### config.mk
export PLATFORM = sky130hd
export DESIGN_NAME = memmove_seq
export DESIGN_NICKNAME = d
export VERILOG_FILES = /design/src/rtl/memmove_pkg.sv /design/src/rtl/memmove_decode.sv /design/src/rtl/memmove_ctrl.sv /design/src/rtl/memmove_dp.sv /design/src/rtl/memmove_seq.sv
export SDC_FILE = /design/constraint.sdc
export NUM_CORES = 1
export LEC_CHECK = 0
export ABC_CLOCK_PERIOD_IN_PS = 2200
export BUFFER_PORTS_ARGS = -buffer_cell sky130_fd_sc_hd__clkbuf_2
export CELL_PAD_IN_SITES_DETAIL_PLACEMENT = 1
export CELL_PAD_IN_SITES_GLOBAL_PLACEMENT = 1
export CORE_MARGIN = 2
export CORE_UTILIZATION = 33
export CTS_CLUSTER_DIAMETER = 50
export CTS_CLUSTER_SIZE = 10
export DETAILED_ROUTE_END_ITERATION = 8
export GPL_TIMING_DRIVEN = 1
export PLACE_DENSITY_LB_ADDON = 0.1
export SLEW_MARGIN = 20
export SYNTH_ARGS = -nofsm -noshare
export SYNTH_HDL_FRONTEND = slang
export SYNTH_SLANG_ARGS = --single-unit
export TNS_END_PERCENT = 10
### constraint.sdc
create_clock -name clk -period 2.2 [get_ports clk]
set_input_delay 0.11 -clock clk [delete_from_list [all_inputs] [get_ports clk]]
set_output_delay 0.11 -clock clk [all_outputs]
set_load 0.05 [all_outputs]
### src/rtl/memmove_pkg.sv
`timescale 1ns/1ps
package memmove_pkg;

  // Operand form, equal to opcode bits 2:0
  typedef enum logic [2:0] {
    MD_IMM_IDX = 3'd0,
    MD_EXT_IDX = 3'd1,
    MD_IDX_IDX = 3'd2,
    MD_IMM_EXT = 3'd3,
    MD_EXT_EXT = 3'd4,
    MD_IDX_EXT = 3'd5
  } mode_e;

  typedef enum logic [2:0] {
    STP_IDX_DST,
    STP_IDX_SRC,
    STP_FETCH_DATA,
    STP_FETCH_SADR,
    STP_FETCH_DADR,
    STP_READ,
    STP_WRITE
  } step_e;

  typedef enum logic [1:0] {
    FSM_IDLE,
    FSM_RUN,
    FSM_FIN
  } fsm_e;

  localparam int unsigned PROG_LEN = 4;
  localparam int unsigned PIW      = $clog2(PROG_LEN);
  typedef logic [PIW-1:0] pidx_t;

  // Step k of the program for one operand form; the write ends every program
  function automatic step_e prog_step(mode_e m, pidx_t k);
    step_e s;
    s = STP_WRITE;
    case (m)
      MD_IMM_IDX: case (k)
        2'd0: s = STP_IDX_DST;
        2'd1: s = STP_FETCH_DATA;
        default: s = STP_WRITE;
      endcase
      MD_EXT_IDX: case (k)
        2'd0: s = STP_IDX_DST;
        2'd1: s = STP_FETCH_SADR;
        2'd2: s = STP_READ;
        default: s = STP_WRITE;
      endcase
      MD_IDX_IDX: case (k)
        2'd0: s = STP_IDX_SRC;
        2'd1: s = STP_READ;
        2'd2: s = STP_IDX_DST;
        default: s = STP_WRITE;
      endcase
      MD_IMM_EXT: case (k)
        2'd0: s = STP_FETCH_DATA;
        2'd1: s = STP_FETCH_DADR;
        default: s = STP_WRITE;
      endcase
      MD_EXT_EXT: case (k)
        2'd0: s = STP_FETCH_SADR;
        2'd1: s = STP_READ;
        2'd2: s = STP_FETCH_DADR;
        default: s = STP_WRITE;
      endcase
      MD_IDX_EXT: case (k)
        2'd0: s = STP_IDX_SRC;
        2'd1: s = STP_READ;
        2'd2: s = STP_FETCH_DADR;
        default: s = STP_WRITE;
      endcase
      default: s = STP_WRITE;
    endcase
    return s;
  endfunction

endpackage

### src/rtl/memmove_decode.sv
`timescale 1ns/1ps
module memmove_decode
  import memmove_pkg::*;
#(
  parameter int OPW = 8
) (
  input  logic [OPW-1:0] opcode,
  output logic           legal,
  output logic           wide,
  output mode_e          mode
);

  // Byte and word sets share the low three bits; bit 3 picks the size
  assign legal = (opcode[OPW-1:4] == '0) && (opcode[2:0] <= 3'd5);
  assign wide  = ~opcode[3];
  assign mode  = mode_e'(opcode[2:0]);

endmodule

### src/rtl/memmove_ctrl.sv
`timescale 1ns/1ps
module memmove_ctrl
  import memmove_pkg::*;
(
  input  logic  clk,
  input  logic  rst_n,
  input  logic  start,
  input  logic  op_legal,
  input  logic  op_wide,
  input  mode_e op_mode,
  input  logic  fetch_ack,
  input  logic  rd_ack,
  input  logic  idx_ack,
  output step_e step,
  output logic  adv,
  output logic  size_wide,
  output logic  busy,
  output logic  done,
  output logic  err,
  output logic  fetch_req,
  output logic  fetch_wide,
  output logic  rd_req,
  output logic  idx_req,
  output logic  wr_en
);

  fsm_e  state_q, state_n;
  pidx_t k_q, k_n;
  mode_e mode_q;
  logic  wide_q;
  logic  err_q;
  logic  load;
  logic  run;

  assign load = (state_q == FSM_IDLE) && start;
  assign run  = (state_q == FSM_RUN);
  assign step = prog_step(mode_q, k_q);

  assign fetch_req  = run && ((step == STP_FETCH_DATA) || (step == STP_FETCH_SADR) ||
                              (step == STP_FETCH_DADR));
  assign fetch_wide = (step != STP_FETCH_DATA) || wide_q;
  assign rd_req     = run && (step == STP_READ);
  assign idx_req    = run && ((step == STP_IDX_DST) || (step == STP_IDX_SRC));
  assign wr_en      = run && (step == STP_WRITE);
  assign adv        = (fetch_req && fetch_ack) || (rd_req && rd_ack) || (idx_req && idx_ack);

  assign size_wide = wide_q;
  assign busy      = (state_q != FSM_IDLE);
  assign done      = (state_q == FSM_FIN);
  assign err       = done && err_q;

  always_comb begin
    state_n = state_q;
    k_n     = k_q;
    case (state_q)
      FSM_IDLE: if (start) begin
        state_n = op_legal ? FSM_RUN : FSM_FIN;
        k_n     = '0;
      end
      FSM_RUN: begin
        if (wr_en)    state_n = FSM_FIN;
        else if (adv) k_n     = k_q + 1'b1;
      end
      FSM_FIN:  state_n = FSM_IDLE;
      default:  state_n = FSM_IDLE;
    endcase
  end

  always_ff @(posedge clk or negedge rst_n) begin
    if (!rst_n) begin
      state_q <= FSM_IDLE;
      k_q     <= '0;
      mode_q  <= MD_IMM_IDX;
      wide_q  <= 1'b0;
      err_q   <= 1'b0;
    end else begin
      state_q <= state_n;
      k_q     <= k_n;
      if (load) begin
        mode_q <= op_mode;
        wide_q <= op_wide;
        err_q  <= ~op_legal;
      end
    end
  end

endmodule

### src/rtl/memmove_dp.sv
`timescale 1ns/1ps
module memmove_dp
  import memmove_pkg::*;
#(
  parameter int AW = 16,
  parameter int DW = 16,
  parameter int BW = 8
) (
  input  logic          clk,
  input  logic          rst_n,
  input  logic          adv,
  input  step_e         step,
  input  logic          size_wide,
  input  logic [DW-1:0] fetch_data,
  input  logic [DW-1:0] rd_data,
  input  logic [AW-1:0] idx_addr,
  output logic [AW-1:0] rd_addr,
  output logic [AW-1:0] wr_addr,
  output logic [DW-1:0] wr_data
);

  // Addresses come from the stream at full data width; AW must not exceed DW
  localparam int PADW = DW - BW;

  logic [DW-1:0] sdata_q, sdata_n;
  logic [AW-1:0] saddr_q, saddr_n;
  logic [AW-1:0] daddr_q, daddr_n;

  function automatic logic [DW-1:0] fit(logic wide, logic [DW-1:0] d);
    return wide ? d : {{PADW{1'b0}}, d[BW-1:0]};
  endfunction

  always_comb begin
    sdata_n = sdata_q;
    saddr_n = saddr_q;
    daddr_n = daddr_q;
    if (adv) begin
      case (step)
        STP_IDX_DST:    daddr_n = idx_addr;
        STP_IDX_SRC:    saddr_n = idx_addr;
        STP_FETCH_DATA: sdata_n = fit(size_wide, fetch_data);
        STP_FETCH_SADR: saddr_n = fetch_data[AW-1:0];
        STP_FETCH_DADR: daddr_n = fetch_data[AW-1:0];
        STP_READ:       sdata_n = fit(size_wide, rd_data);
        default: ;
      endcase
    end
  end

  always_ff @(posedge clk or negedge rst_n) begin
    if (!rst_n) begin
      sdata_q <= '0;
      saddr_q <= '0;
      daddr_q <= '0;
    end else begin
      sdata_q <= sdata_n;
      saddr_q <= saddr_n;
      daddr_q <= daddr_n;
    end
  end

  assign rd_addr = saddr_q;
  assign wr_addr = daddr_q;
  assign wr_data = sdata_q;

endmodule

### src/rtl/memmove_seq.sv
`timescale 1ns/1ps
module memmove_seq
  import memmove_pkg::*;
#(
  parameter int OPW = 8,
  parameter int AW  = 16,
  parameter int DW  = 16,
  parameter int BW  = 8
) (
  input  logic           clk,
  input  logic           rst_n,
  input  logic           start,
  input  logic [OPW-1:0] opcode,
  output logic           busy,
  output logic           done,
  output logic           err,
  output logic           fetch_req,
  output logic           fetch_wide,
  input  logic           fetch_ack,
  input  logic [DW-1:0]  fetch_data,
  output logic           idx_req,
  output logic           idx_restricted,
  input  logic           idx_ack,
  input  logic [AW-1:0]  idx_addr,
  output logic           rd_req,
  output logic           rd_wide,
  output logic [AW-1:0]  rd_addr,
  input  logic           rd_ack,
  input  logic [DW-1:0]  rd_data,
  output logic           wr_en,
  output logic           wr_wide,
  output logic [AW-1:0]  wr_addr,
  output logic [DW-1:0]  wr_data
);

  logic [1:0] rsync_q;
  logic       rst_int_n;
  logic       op_legal, op_wide;
  mode_e      op_mode;
  step_e      step;
  logic       adv;
  logic       size_wide;

  // Reset asserts at once and releases on the second clock edge
  always_ff @(posedge clk or negedge rst_n) begin
    if (!rst_n) rsync_q <= 2'b00;
    else        rsync_q <= {rsync_q[0], 1'b1};
  end
  assign rst_int_n = rsync_q[1];

  memmove_decode #(.OPW(OPW)) u_dec (
    .opcode (opcode),
    .legal  (op_legal),
    .wide   (op_wide),
    .mode   (op_mode)
  );

  memmove_ctrl u_ctrl (
    .clk        (clk),
    .rst_n      (rst_int_n),
    .start      (start),
    .op_legal   (op_legal),
    .op_wide    (op_wide),
    .op_mode    (op_mode),
    .fetch_ack  (fetch_ack),
    .rd_ack     (rd_ack),
    .idx_ack    (idx_ack),
    .step       (step),
    .adv        (adv),
    .size_wide  (size_wide),
    .busy       (busy),
    .done       (done),
    .err        (err),
    .fetch_req  (fetch_req),
    .fetch_wide (fetch_wide),
    .rd_req     (rd_req),
    .idx_req    (idx_req),
    .wr_en      (wr_en)
  );

  memmove_dp #(.AW(AW), .DW(DW), .BW(BW)) u_dp (
    .clk        (clk),
    .rst_n      (rst_int_n),
    .adv        (adv),
    .step       (step),
    .size_wide  (size_wide),
    .fetch_data (fetch_data),
    .rd_data    (rd_data),
    .idx_addr   (idx_addr),
    .rd_addr    (rd_addr),
    .wr_addr    (wr_addr),
    .wr_data    (wr_data)
  );

  assign idx_restricted = 1'b1;
  assign rd_wide        = size_wide;
  assign wr_wide        = size_wide;

endmodule

==> reports/results.ini <==
[hold_path]
hold_path_class = in -> reg
hold-path-cell-count = 3

[sta]
relSlewSlack = 0.579
slew_violations = 0
clock.fmax_mhz = 393
timing.final.ws_setup_ns = -0.347
period_minus_slack_ns = 2.55
fin_worst_skew_ns = 0.00797
hold_viol = 0
setup_viol = 55
post-route-period-util = 1.16
rsz0062_at_grt = yes
tightest_slew_ns = 0.629
finalSetupTns_ns = -11.38
holdWs_ns = 0.0351

[cts]
clkTransAtPathRegs_ns = 0.07
cts_made_buffers = 9
cts_buffer_depth = 2
h-tree-depth = 3
cts_tree = yes
cts_root_buffer = clkbuf_8
clkSinkCount = 59
clk_latency_ns = 0.35

[global_routing]
grt_pass1_vias = 3117
grt_pass1_wl_mm = 15.7
globalRouteMet1Util = 0.259
overflow = 0
grt_max_degree = 39
antenna_found_initial = 0
gr-usage-all-layers = 0.201
use_met2 = 0.328
grt.busiest_layer = met2
grt_use_met3 = 0.0538

[pwr]
p_per_area_nw_per_um2 = 1370
vdd_drop_max_mv = 0.583
power.leakage_nw = 2.36
p_int_w = 0.00340
switchingPower_w = 0.00320
pwr-share-seq = 0.270
p_sw_frac = 0.485
pwr-share-clk = 0.175
comb_power_share = 0.555

[floorplan]
start_util = 0.339
die-area_um2 = 10200
core_area_um2 = 9200
fp.dieW_um = 101
die_h_um = 101
fp-row-count = 35
ios = 121

[synth]
synth_simple_gate_area_frac = 0.151
syn_inst = 310
synth_mux_area_frac = 0.168
yosysSeqAreaShare = 0.474
synth_top_family_by_area = multiplexers
postSynthAreaPerCell_um2 = 10.1
synth_area_leaders = dfrtp_1 47%, mux2i_1 16%, nor2_1 5.8%
synthTopCellsByCount = 59 x dfrtp_1, 50 x mux2i_1, 48 x nor2_1, 35 x a21oi_1, 29 x nand2_1
synth_xor_area_frac = 0
synth-edff-count = 0
ys_seq_elements = 59
synthAdderAreaFrac = 0.0201
synth_cell_types = 41
syn_area_um2 = 3120
synth-compound-area-share = 0.136
synthFlopType = dfrtp_1
ys_warn_count = 0
post-synth-top-area-fraction = 0.474
yosysTopAreaCell = dfrtp_1
async_flop_share = 1.00
synth_most_common_cell = dfrtp_1

[critical_path]
worstPathRequired_ns = 2.09
cp-end-kind = primary output
critical_path_arrival_ns = 2.44
r2r_cells = 11
start_kind = flip-flop
worst-path-max-fanout = 7
setup.worst_path.class = reg -> out

[layout]
fillers = 1052
areaGrowthSynthToFinish_pct = 54.1
layout-drive-gt1-share = 0.472
layout.nets = 542
antenna_cells = 0

[outcome]
violations = setup timing
status = finished with violations

[run]
cap_violations = 0

[placement]
gp_congestion = 0.838
numPortBuffers = 119
hpwl_mm = 6.98

[detailed_routing]
routed_wirelength_mm = 9.93
drcViolationCount = 0
vias = 2954
vias_per_cell = 5.01
drtIter0Drc = 51
routedWlPerCell_um = 16.8
first_pass_iters = 4
ant_nets = 0

[kinds of logic after synthesis]
| group | after synthesis |
|---|---|
| compound gates | 67 |
| fa+ha+maj | 5 |
| buf+inv | 24 |
| flops | 59 |
| mux | 52 |
| other cells | 1 |
| simple gates | 102 |
[worst max-delay path: stages, from the launching register on]
cell	delay (ns)
dfrtp_2	0.48
buf_4	0.17
ha_1	0.19
nor2b_1	0.11
o21ai_1	0.07
and4b_2	0.27
buf_6	0.15
and3b_2	0.22
buf_12	0.13
and2_4	0.16
buf_12	0.14
[state kept, by name, indices dropped and copies added (netlist names)]
signal and cells:
u_dp.rd_addr 16, u_dp.wr_addr 16, u_dp.wr_data 16, u_ctrl.mode_q 3
rsync_q 2, u_ctrl.k_q 2, u_ctrl.state_q 2, u_ctrl.err_q 1
u_ctrl.size_wide 1
[cell type report]
type | count | area [um^2] | share of cell area
Inverter | 3 | 16.3 | 0.00339
Timing Repair Buffer | 173 | 1250 | 0.261
Tap cell | 111 | 139 | 0.0289
Clock buffer | 11 | 151 | 0.0315
Sequential cell | 59 | 1480 | 0.308
Multi-Input combinational cell | 229 | 1690 | 0.352
Clock inverter | 4 | 73.8 | 0.0154
[layer usage]
metal,up-vias,share of wire
met5,-,0
met4,0,0.013
met3,9,0.057
met2,82,0.50
met1,1461,0.43
li1,1402,-
[power by group through the flow]
stage | Clock, W | Combinational, W | Sequential [W]
after floorplan | 0 | 0.00103 | 0.00316
after global routing | 0.00123 | 0.00388 | 0.00185
after CTS | 0.00118 | 0.00363 | 0.00179
final | 0.00115 | 0.00366 | 0.00178
after global placement | 0 | 0.00328 | 0.00179
after detailed placement | 0 | 0.00334 | 0.00180
[metrics by stage]
stage	util	cell area, um^2	worst slack (ns)	std cells	total power [W]
after floorplan	-	3180	-0.159	311	0.00419
after global placement	0.451	4150	-0.248	553	0.00507
after detailed placement	0.451	4150	-0.379	553	0.00514
after CTS	0.514	4730	-0.321	589	0.00660
after global routing	0.522	4800	-0.433	590	0.00695
final	0.522	4800	-0.347	590	0.00660
[timing repair]
item                       in CTS  in global routing
hold buffers                    5                  0
cloned                          1                  0
gates resized for setup        38                 19
hold endpoints to repair        6                  0
setup buffers                  15                  1
setup endpoints to repair      55                 56
pin swaps                      23                  5
[final timing paths]
check | slack (ns) | to | from
worst max-delay path | -0.35 | rd_req | u_ctrl.k_q[0]$_DFFE_PN0P_
worst min-delay path | 0.04 | u_dp.wr_data[4]$_DFFE_PN0P_ | rd_data[4]
worst max register to register | -0.27 | u_ctrl.k_q[0]$_DFFE_PN0P_ | u_ctrl.k_q[1]$_DFFE_PN0P_
worst min register to register | 0.25 | u_dp.wr_data[8]$_DFFE_PN0P_ | rsync_q[1]$_DFF_PN0_
max in group asynchronous | 1.35 | u_dp.rd_addr[12]$_DFFE_PN0P_ | rsync_q[1]$_DFF_PN0_
min in group asynchronous | 0.08 | rsync_q[0]$_DFF_PN0_ | rst_n
[placed cells by master (no fill, tap or decap), types with 4 or more instances in the layout]
master	netlist	routed
o21ai_1	9	11
nand2_1	29	26
dlygate4sd3_1	0	5
mux2i_2	0	6
dfrtp_2	0	4
buf_12	0	12
buf_6	5	11
nor2b_1	5	5
buf_4	5	26
nor2_1	48	44
a21oi_1	35	33
dfrtp_1	59	55
nand2_2	1	4
mux2i_1	50	44
clkbuf_2	0	114
clkbuf_8	0	14
a22o_1	9	9
Power figures use the tool's default switching activity.
